==> src/rtl/rsq_pkg.sv <==
package rsq_pkg;

    typedef enum logic [2:0] {
        ST_NOPWR   = 3'd0,
        ST_OFF     = 3'd1,
        ST_BACKUP  = 3'd2,
        ST_START   = 3'd3,
        ST_STRETCH = 3'd4,
        ST_ON      = 3'd5,
        ST_SHDN    = 3'd6
    } pstate_e;

    typedef enum logic [1:0] {
        GRP_NONE = 2'd0,
        GRP_WC   = 2'd1,
        GRP_SW   = 2'd2
    } grp_e;

    localparam logic [2:0] SRC_NONE  = 3'd0;
    localparam logic [2:0] SRC_ONEV  = 3'd1;
    localparam logic [2:0] SRC_PIN   = 3'd2;
    localparam logic [2:0] SRC_WDOG  = 3'd3;
    localparam logic [2:0] SRC_CONV  = 3'd4;
    localparam logic [2:0] SRC_SWRST = 3'd5;

    typedef struct packed {
        logic       valid;
        logic       is_dev;
        logic       to_backup;
        logic [2:0] src;
        grp_e       grp;
    } cause_t;

endpackage

==> src/rtl/rsq_classify.sv <==
module rsq_classify
    import rsq_pkg::*;
(
    input  logic   seq_tmo,
    input  logic   over_temp,
    input  logic   sys_lo,
    input  logic   sys_lo_off_en,
    input  logic   sys_sd_lvl,
    input  logic   sw_off,
    input  logic   core_uv,
    input  logic   wdog_exp,
    input  logic   wdog_dev_en,
    input  logic   ext_pin_low,
    input  logic   conv_uv,
    input  logic   conv_dev_en,
    input  logic   sw_rst,
    output cause_t cause
);

    logic sys_any;

    assign sys_any = seq_tmo | over_temp | (sys_lo & sys_lo_off_en)
                   | sys_sd_lvl | sw_off | core_uv;

    // System class first, then device causes in fixed priority order
    always_comb begin
        cause = '0;
        if (sys_any) begin
            cause.valid     = 1'b1;
            cause.is_dev    = 1'b0;
            cause.to_backup = core_uv;
            cause.src       = SRC_NONE;
            cause.grp       = GRP_NONE;
        end else if (ext_pin_low) begin
            cause.valid  = 1'b1;
            cause.is_dev = 1'b1;
            cause.src    = SRC_PIN;
            cause.grp    = GRP_NONE;
        end else if (wdog_exp && wdog_dev_en) begin
            cause.valid  = 1'b1;
            cause.is_dev = 1'b1;
            cause.src    = SRC_WDOG;
            cause.grp    = GRP_WC;
        end else if (conv_uv && conv_dev_en) begin
            cause.valid  = 1'b1;
            cause.is_dev = 1'b1;
            cause.src    = SRC_CONV;
            cause.grp    = GRP_WC;
        end else if (sw_rst) begin
            cause.valid  = 1'b1;
            cause.is_dev = 1'b1;
            cause.src    = SRC_SWRST;
            cause.grp    = GRP_SW;
        end
    end

endmodule

==> src/rtl/rsq_retry.sv <==
module rsq_retry #(
    parameter int NGRP      = 2,
    parameter int MAX_RETRY = 6
) (
    input  logic            clk,
    input  logic            rst_n,
    input  logic            clr,
    input  logic [NGRP-1:0] inc,
    output logic [NGRP-1:0] full
);

    localparam int CW = $clog2(MAX_RETRY + 1);

    for (genvar g = 0; g < NGRP; g++) begin : g_cnt
        logic [CW-1:0] cnt;

        assign full[g] = (cnt >= CW'(MAX_RETRY));

        always_ff @(posedge clk or negedge rst_n) begin
            if (!rst_n) begin
                cnt <= '0;
            end else if (clr) begin
                cnt <= {{(CW-1){1'b0}}, inc[g]};
            end else if (inc[g] && !full[g]) begin
                cnt <= cnt + 1'b1;
            end
        end
    end

endmodule

==> src/rtl/rsq_tick.sv <==
module rsq_tick #(
    parameter int W = 16
) (
    input  logic         clk,
    input  logic         rst_n,
    input  logic         en,
    input  logic [W-1:0] limit,
    output logic         hit
);

    logic [W-1:0] cnt;

    assign hit = en && (cnt == (limit - W'(1)));

    always_ff @(posedge clk or negedge rst_n) begin
        if (!rst_n) begin
            cnt <= '0;
        end else if (!en || hit) begin
            cnt <= '0;
        end else begin
            cnt <= cnt + 1'b1;
        end
    end

endmodule

==> src/rtl/rst_seq_ctrl.sv <==
module rst_seq_ctrl
    import rsq_pkg::*;
#(
    parameter int STRETCH_UNIT = 1000,
    parameter int MAX_RETRY    = 6,
    parameter int STABLE_W     = 16
) (
    input  logic                clk,
    input  logic                por_n,
    input  logic                on_evt,
    input  logic                seq_tmo,
    input  logic                over_temp,
    input  logic                sys_lo,
    input  logic                sys_lo_off_en,
    input  logic                sys_sd_lvl,
    input  logic                sw_off,
    input  logic                core_uv,
    input  logic                wdog_exp,
    input  logic                wdog_dev_en,
    input  logic                ext_pin_low,
    input  logic                conv_uv,
    input  logic                conv_dev_en,
    input  logic                sw_rst,
    input  logic                shutdown_done,
    input  logic                startup_done,
    input  logic [1:0]          rst_dur,
    input  logic [STABLE_W-1:0] stable_limit,
    output logic                rst_n,
    output logic                shutdown_req,
    output logic                startup_req,
    output logic                regmap_clr,
    output logic [2:0]          pwr_state,
    output logic [2:0]          on_src
);

    localparam int STRETCH_MAX = STRETCH_UNIT * 8;
    localparam int SW_W        = $clog2(STRETCH_MAX + 1);
    localparam int NGRP        = 2;
    localparam int IDX_WC      = 0;
    localparam int IDX_SW      = 1;

    pstate_e st, nxt;

    cause_t           cause;
    logic             in_window;
    logic             accept;
    logic             capped;
    logic             restart_ok;
    logic [NGRP-1:0]  grp_inc;
    logic [NGRP-1:0]  grp_full;
    logic             cnt_clr;
    logic             power_up;
    logic             stretch_hit;
    logic             stable_hit;
    logic [SW_W-1:0]  stretch_lim;

    logic             sd_restart;
    logic             sd_backup;
    logic [2:0]       pend_src;
    logic [2:0]       on_src_q;
    logic             regmap_clr_q;

    rsq_classify u_cls (
        .seq_tmo       (seq_tmo),
        .over_temp     (over_temp),
        .sys_lo        (sys_lo),
        .sys_lo_off_en (sys_lo_off_en),
        .sys_sd_lvl    (sys_sd_lvl),
        .sw_off        (sw_off),
        .core_uv       (core_uv),
        .wdog_exp      (wdog_exp),
        .wdog_dev_en   (wdog_dev_en),
        .ext_pin_low   (ext_pin_low),
        .conv_uv       (conv_uv),
        .conv_dev_en   (conv_dev_en),
        .sw_rst        (sw_rst),
        .cause         (cause)
    );

    assign in_window  = (st == ST_START) || (st == ST_STRETCH) || (st == ST_ON);
    assign accept     = in_window && cause.valid;
    assign capped     = ((cause.grp == GRP_WC) && grp_full[IDX_WC])
                     || ((cause.grp == GRP_SW) && grp_full[IDX_SW]);
    assign restart_ok = cause.is_dev && !capped;
    assign power_up   = ((st == ST_OFF) || (st == ST_BACKUP)) && on_evt;
    assign cnt_clr    = power_up || stable_hit;

    assign grp_inc[IDX_WC] = accept && restart_ok && (cause.grp == GRP_WC);
    assign grp_inc[IDX_SW] = accept && restart_ok && (cause.grp == GRP_SW);

    rsq_retry #(
        .NGRP      (NGRP),
        .MAX_RETRY (MAX_RETRY)
    ) u_retry (
        .clk   (clk),
        .rst_n (por_n),
        .clr   (cnt_clr),
        .inc   (grp_inc),
        .full  (grp_full)
    );

    assign stretch_lim = SW_W'(STRETCH_UNIT) << rst_dur;

    rsq_tick #(.W(SW_W)) u_stretch (
        .clk   (clk),
        .rst_n (por_n),
        .en    (st == ST_STRETCH),
        .limit (stretch_lim),
        .hit   (stretch_hit)
    );

    rsq_tick #(.W(STABLE_W)) u_stable (
        .clk   (clk),
        .rst_n (por_n),
        .en    (st == ST_ON),
        .limit (stable_limit),
        .hit   (stable_hit)
    );

    // State register
    always_ff @(posedge clk or negedge por_n) begin
        if (!por_n) begin
            st <= ST_NOPWR;
        end else begin
            st <= nxt;
        end
    end

    // Next-state logic
    always_comb begin
        nxt = st;
        unique case (st)
            ST_NOPWR:   nxt = ST_OFF;
            ST_OFF,
            ST_BACKUP:  if (on_evt) nxt = ST_START;
            ST_START: begin
                if (accept)            nxt = ST_SHDN;
                else if (startup_done) nxt = ST_STRETCH;
            end
            ST_STRETCH: begin
                if (accept)           nxt = ST_SHDN;
                else if (stretch_hit) nxt = ST_ON;
            end
            ST_ON:      if (accept) nxt = ST_SHDN;
            ST_SHDN: begin
                if (shutdown_done) begin
                    if (sd_restart)     nxt = ST_START;
                    else if (sd_backup) nxt = ST_BACKUP;
                    else                nxt = ST_OFF;
                end
            end
            default:    nxt = ST_OFF;
        endcase
    end

    // Cause bookkeeping that travels through the shutdown/startup handshakes
    always_ff @(posedge clk or negedge por_n) begin
        if (!por_n) begin
            sd_restart   <= 1'b0;
            sd_backup    <= 1'b0;
            pend_src     <= SRC_NONE;
            on_src_q     <= SRC_NONE;
            regmap_clr_q <= 1'b0;
        end else begin
            regmap_clr_q <= (st == ST_SHDN) && shutdown_done && sd_restart;
            if (accept) begin
                sd_restart <= restart_ok;
                sd_backup  <= cause.to_backup;
                pend_src   <= cause.src;
            end
            if (power_up) begin
                pend_src <= SRC_ONEV;
            end
            if ((st == ST_STRETCH) && stretch_hit && !accept) begin
                on_src_q <= pend_src;
            end
        end
    end

    // Outputs
    always_comb begin
        rst_n        = (st == ST_ON);
        shutdown_req = (st == ST_SHDN);
        startup_req  = (st == ST_START);
        regmap_clr   = regmap_clr_q;
        pwr_state    = st;
        on_src       = on_src_q;
    end

endmodule

==> config.mk <==
export PLATFORM = sky130hd
export DESIGN_NAME = rst_seq_ctrl
export DESIGN_NICKNAME = d
export VERILOG_FILES = /design/src/rtl/rsq_pkg.sv /design/src/rtl/rsq_classify.sv /design/src/rtl/rsq_retry.sv /design/src/rtl/rsq_tick.sv /design/src/rtl/rst_seq_ctrl.sv
export SDC_FILE = /design/constraint.sdc
export NUM_CORES = 1
export LEC_CHECK = 0
export CAP_MARGIN = 30
export CORE_UTILIZATION = 50
export DETAILED_ROUTE_END_ITERATION = 8
export PLACE_DENSITY = 0.74
export RECOVER_POWER = 25
export SETUP_SLACK_MARGIN = 0.5
export SLEW_MARGIN = 20
export SYNTH_ARGS = -nofsm -noshare
export SYNTH_HDL_FRONTEND = slang
export SYNTH_SLANG_ARGS = --single-unit
==> constraint.sdc <==
create_clock -name clk -period 6.3 [get_ports clk]
set_clock_uncertainty 0.15 [all_clocks]
set_input_delay 1.26 -clock clk [delete_from_list [all_inputs] [get_ports clk]]
set_output_delay 1.26 -clock clk [all_outputs]
set_load 0.05 [all_outputs]
After elaboration in Yosys (flattened, before gate mapping)
Cells that the tools add are included.
{"block": "word_totals", "regBits": 47, "in_bits": 36, "out_inout_bits": 10}
{"block": "op_classes", "add_sub_neg": 6, "n_lt_le_gt_ge": 2, "eq_ne": 15, "shifts": 1, "mux": 29, "n_bitwise": 6, "n_reduce_logical": 36}
{"operator": "$mux 3", "count": 13}
{"operator": "$mux 5", "count": 5}
{"operator": "$logic_and 1x1->1", "count": 18}
{"operator": "$add 16x1->16 const B", "count": 1}
{"operator": "$eq 16x16->1", "count": 1}
{"operator": "$mux 16", "count": 1}
{"operator": "$sub 16x1->16 const B", "count": 1}
{"operator": "$pmux 3 s5", "count": 1}
{"operator": "$mux 2", "count": 7}
{"operator": "$add 13x1->13 const B", "count": 1}
{"operator": "$eq 13x13->1", "count": 1}
{"operator": "$mux 13", "count": 1}
{"operator": "$shl 10x2->13 const A", "count": 1}
{"operator": "$sub 13x1->13 const B", "count": 1}
{"operator": "$eq 3x3->1 const B", "count": 3}
{"operator": "$logic_or 1x1->1", "count": 7}
{"operator": "$add 3x1->3 const B", "count": 2}
{"operator": "$eq 3x2->1 const B", "count": 2}
{"operator": "$ge 3x3->1 const B", "count": 2}
{"operator": "$logic_not 1->1", "count": 6}
{"operator": "$ne 2x2->1 const B", "count": 3}
{"operator": "$reduce_bool 2->1", "count": 3}
{"operator": "$or 1x1->1", "count": 5}
{"operator": "$reduce_and 5->1", "count": 1}
{"operator": "8 further kinds", "count": 8}

Logic depth before layout (Yosys ltp)
{"block": "depth", "word_depth": 16, "ltp_mapped": 11, "ltp_nobuf": 9}

Cells and area by module
A second synthesis with hierarchy kept.
{"block": "unflattened", "cells_unflattened": 422, "area_unflattened_um2": 3769.9}
{"module": "rsq_tick at u_stable", "n_inst": 1, "cells_each": 169, "area_per_inst_um2": 1456.4, "seq_area_each_um2": 400.4}
{"module": "rsq_tick at u_stretch", "n_inst": 1, "cells_each": 120, "area_per_inst_um2": 1098.6, "seq_area_each_um2": 325.3}
{"module": "rst_seq_ctrl", "n_inst": 1, "cells_each": 78, "area_per_inst_um2": 752.0, "seq_area_each_um2": 300.3}
{"module": "rsq_retry", "n_inst": 1, "cells_each": 38, "area_per_inst_um2": 351.6, "seq_area_each_um2": 150.1}
{"module": "rsq_classify", "n_inst": 1, "cells_each": 17, "area_per_inst_um2": 111.4, "seq_area_each_um2": 0.0}

Worst setup path before layout
Ideal clock, no wire load.
{"block": "synth_path", "path_type": "input to register", "startpoint": "input port stable_limit[0]", "endpoint": "register u_stable.cnt[13]", "setup_time_ps": 119, "t_arrival_ps": 3376, "slack_ps": 2656, "path_stages": 11, "path_cell_list": "buf_6 > inv_1 > ha_1 > or3b_1 > o41a_1 > a41o_1 > nor4_2 > o2111ai_2 > nand2_2 > buf_4 > nor2_1"}
{"block": "synth_via", "elab_chain_cells": 5}
{"item": "start, declared", "line_no": "rst_seq_ctrl.sv:27", "rtl": "input logic [STABLE_W-1:0] stable_limit,"}
{"item": "$sub 16x1->16", "line_no": "rsq_tick.sv:13", "rtl": "assign hit = en && (cnt == (limit - W'(1)));"}
{"item": "$eq 16x16->1", "line_no": "rsq_tick.sv:13"}
{"item": "$logic_and 1x1->1", "line_no": "rsq_tick.sv:13"}
{"item": "$logic_or 1x1->1", "line_no": "rsq_tick.sv:18", "rtl": "end else if (!en || hit) begin"}
{"item": "$mux 16", "line_no": "rsq_tick.sv:18"}
{"item": "end signal, assigned", "line_no": "rsq_tick.sv:21", "rtl": "cnt <= cnt + 1'b1;"}
{"item": "end, declared", "line_no": "rsq_tick.sv:11", "rtl": "logic [W-1:0] cnt;"}
No other way between the ends.
A chain may end at the register's enable or synchronous reset.

Worst setup path after layout
{"block": "layout_path", "startpoint": "input port stable_limit[0]", "endpoint": "register u_retry.g_cnt[1].cnt[2]"}
{"block": "layout_via", "elab_chain_cells": 5, "elab_cells_between_ends": 6}
{"item": "$sub 16x1->16 (*)", "line_no": "rsq_tick.sv:13"}
{"item": "$eq 16x16->1 (*)", "line_no": "rsq_tick.sv:13"}
{"item": "$logic_and 1x1->1 (*)", "line_no": "rsq_tick.sv:13"}
{"item": "$logic_or 1x1->1 (*)", "line_no": "rst_seq_ctrl.sv:86", "rtl": "assign cnt_clr = power_up || stable_hit;"}
{"item": "$mux 3 or $reduce_bool 2->1 (tied branches)"}
{"item": "end signal, assigned", "line_no": "rsq_retry.sv:23", "rtl": "cnt <= {{(CW-1){1'b0}}, inc[g]};"}
{"item": "end signal, assigned", "line_no": "rsq_retry.sv:25", "rtl": "cnt <= cnt + 1'b1;"}
{"item": "end, declared", "line_no": "rsq_retry.sv:15", "rtl": "logic [CW-1:0] cnt;"}
Every way passes the cells marked *; elsewhere a longest branch is shown, timed or not.

==> flow_metrics.tcl <==
set metrics [dict create \
    grt_pass1_wl_um 11500 \
    async_flop_share 1.000 \
    setup_violations 0 \
    seq_power_share 0.391 \
    cts_root_buf "clkbuf_8" \
    worstRegToRegCells 8 \
    path_buf_inv 2 \
    reg2reg_to "pwr_state[1]" \
    die-area_um2 6715 \
    synth_cells 363 \
    avgSynthCellArea_um2 8.803 \
    p_int_mw 0.6025 \
    drt_pre_antenna_iters 4 \
    clk_pin_slew_ps 80 \
    multi_input_area_um2 1904 \
    n_antenna_cell 0 \
    synth_top_area_share 0.3681 \
    tns_ps 0 \
    die_x_um 81.95 \
    drive_gt1_frac 0.05911 \
    crit_arrival_ps 4100 \
    yosysMostFrequentCell "nor2_1" \
    syn_area_um2 3196 \
    critPathLaunchType "input port" \
    cp_max_fo 8 \
    synth_ff_type "dfrtp_1" \
    seqCellArea_um2 1176 \
    grt-ovfl-total 0 \
    hold_start "u_stretch.cnt[0]" \
    dp_slack_ps 1909 \
    io_buffers 45 \
    grt_pass1_vias 2642 \
    rsz0062_at_grt "false" \
    initial_utilization 0.5303 \
    numPlacedInstances 473 \
    ys_seq_area_frac 0.3681 \
    drv_slew 34 \
    floorplan.core_area_um2 6026 \
    synth_cell_types 65 \
    critPathKind "in -> reg" \
    ir_worst_vdd_uv 387.7 \
    drtAntennaViolNets 0 \
    gp_congestion 0.8986 \
    dpl.hpwl_um 5312 \
    max_stage_delay_ps 550 \
    clockBufferDepth 2 \
    worstMarginPinSlew_ps 1753 \
    hold_class "reg -> reg" \
    run_status "complete, but fails checks" \
    sw_frac_of_total 0.3523 \
    violations "capacitance limit, slew limit" \
    power_frac_comb 0.336 \
    yosys_warnings 0 \
    r2r_slack_ps 3770 \
    num_io_pins 46 \
    antenna_found_initial 0 \
    slowest_stage "clkdlybuf4s50_1" \
    fin_nets 452 \
    insertion_delay_ps 300 \
    cts_sinks 47 \
    routed_wl_um 6880 \
    post_cts_buffers 0 \
    worstPathCellList "clkdlybuf4s50_1, inv_1, ha_1, or3b_1, o41a_1, a41o_1, nor4_2, o2111ai_2, o21ai_1, nor2_1" \
    post_cts_resized 0 \
    drtIter0Drc 153 \
    period_needed_ps 4079 \
    switchingPower_mw 0.3277 \
    synth_edf_count 0 \
    rr_startpoint "u_stretch.cnt[0]" \
    netlist_top_cells_area "dfrtp_1 37%, xor2_1 6.9%, nor2_1 6.5%" \
    grt_max_degree 34 \
    gr-usage-all-layers 0.2222 \
    placementRows 28 \
    vias 2744 \
    required_ps 6320 \
    p_clk_frac 0.274 \
    hold_viol_final 0 \
    wl_per_cell_um 14.30 \
    cts_hold_buffers 0 \
    hold_end "u_stretch.cnt[0]" \
    via_per_inst 5.705 \
    critPathTopFamily "compound AO/OA/AOI/OAI gates" \
    drc 0 \
    hold_depth 1 \
    cts_tree "built" \
    synth_common_cells "55 x nor2_1, 47 x dfrtp_1, 25 x xor2_1" \
    fmax_mhz 245.1 \
    p_leak_nw 1.540 \
    htreeDepth 2 \
    cts_buffers 5 \
    power_density_nw_per_um2 243.6 \
    critPathCaptureType "flop" \
    yosys.area.top_type "dfrtp_1" \
    slew_headroom -0.1689 \
    die_y_um 81.95 \
    area_growth_pct 19.50 \
    fill_cells 525 \
    max-cap-violations 1 \
    fin_crit_sh 0.6475 \
    synth-seq-cells 47 \
    worst_slack_ps 2221 \
    synth_nets 410 \
    fin_cells 481 \
]
==> sequential cells by signal (all words and copies together), names as in the netlist <==
| signal | flops |
|---|---|
| u_stretch.cnt | 13 |
| u_retry.g_cnt.cnt | 6 |
| pwr_state | 3 |
| u_stable.cnt | 16 |
| pend_src | 3 |
| sd_backup | 1 |
| regmap_clr | 1 |
| on_src | 3 |
| sd_restart | 1 |
==> worst max-delay path by stage <==
stage | end | cells past startpoint | startpoint | slack, ps
floorplan | u_stable.cnt[13] | 11 | stable_limit[0] | 2660
global placement | u_stable.cnt[2] | 10 | stable_limit[0] | 2010
detailed placement | u_retry.g_cnt[1].cnt[2] | 10 | stable_limit[0] | 1910
CTS | u_retry.g_cnt[1].cnt[2] | 10 | stable_limit[0] | 2230
global route | u_stable.cnt[9] | 10 | stable_limit[0] | 2060
finish | u_retry.g_cnt[1].cnt[2] | 10 | stable_limit[0] | 2220
==> layout make-up <==
class,instances,share of cell area
Clock buffer,6,0.01900
Inverter,15,0.01474
Timing Repair Buffer,47,0.1193
Sequential cell,47,0.3080
Clock inverter,2,0.01573
Multi-Input combinational cell,289,0.4987
Tap cell,75,0.02457
==> power groups by stage <==
stage	clock network [mW]	logic, mW	registers [mW]
after floorplan	0	0.204	0.376
after global placement	0	0.308	0.369
after detailed placement	0	0.312	0.368
after CTS	0.260	0.313	0.363
after global routing	0.275	0.341	0.368
final	0.255	0.312	0.363
==> through the flow <==
stage | utilization | cell area, um^2 | hold slack, ps | total power [mW]
finish | 0.6337 | 3819 | 341.0 | 0.9302
global route | 0.6337 | 3819 | 368.5 | 0.9842
CTS | 0.6366 | 3836 | 344.2 | 0.9360
detailed placement | 0.6146 | 3704 | 332.9 | 0.6800
global placement | 0.6113 | 3684 | 327.8 | 0.6764
floorplan | - | 3196 | 305.2 | 0.5803
==> layer usage <==
layer,routed length [um],share of wire,global-route usage
met2,3288,0.48,0.3835
met3,267,0.039,0.04222
met4,137,0.020,0.08070
met1,3187,0.46,0.2743
met5,0,0,0
==> cell families (layout without fill, tap and decap cells) <==
kind of cell,after synthesis,count (layout),share of synthesized area
compound gates,58,58,0.1335
xor+xnor,47,47,0.1288
fa+ha+maj,11,11,0.04307
buf+inv,27,70,0.03602
flops,47,47,0.3681
mux,5,5,0.01723
simple gates,168,168,0.2733
==> cell usage in the layout, fill, tap and decap left out, drive strengths merged, types with 4 or more instances in the layout <==
master	Yosys	final
nor4	4	4
nand2b	4	4
or3	4	4
clkbuf	9	8
or4	6	6
nor2	55	55
inv	15	15
ha	11	11
a21oi	8	8
nand4	4	4
dfrtp	47	47
nand3	21	21
nor2b	4	4
o21ai	10	10
xnor2	22	22
nor3	13	13
a21o	4	4
xor2	25	25
and3	7	7
nand2	25	25
a211oi	4	4
mux2	4	4
clkdlybuf4s50	0	44
(Power assumes the default switching activity.)
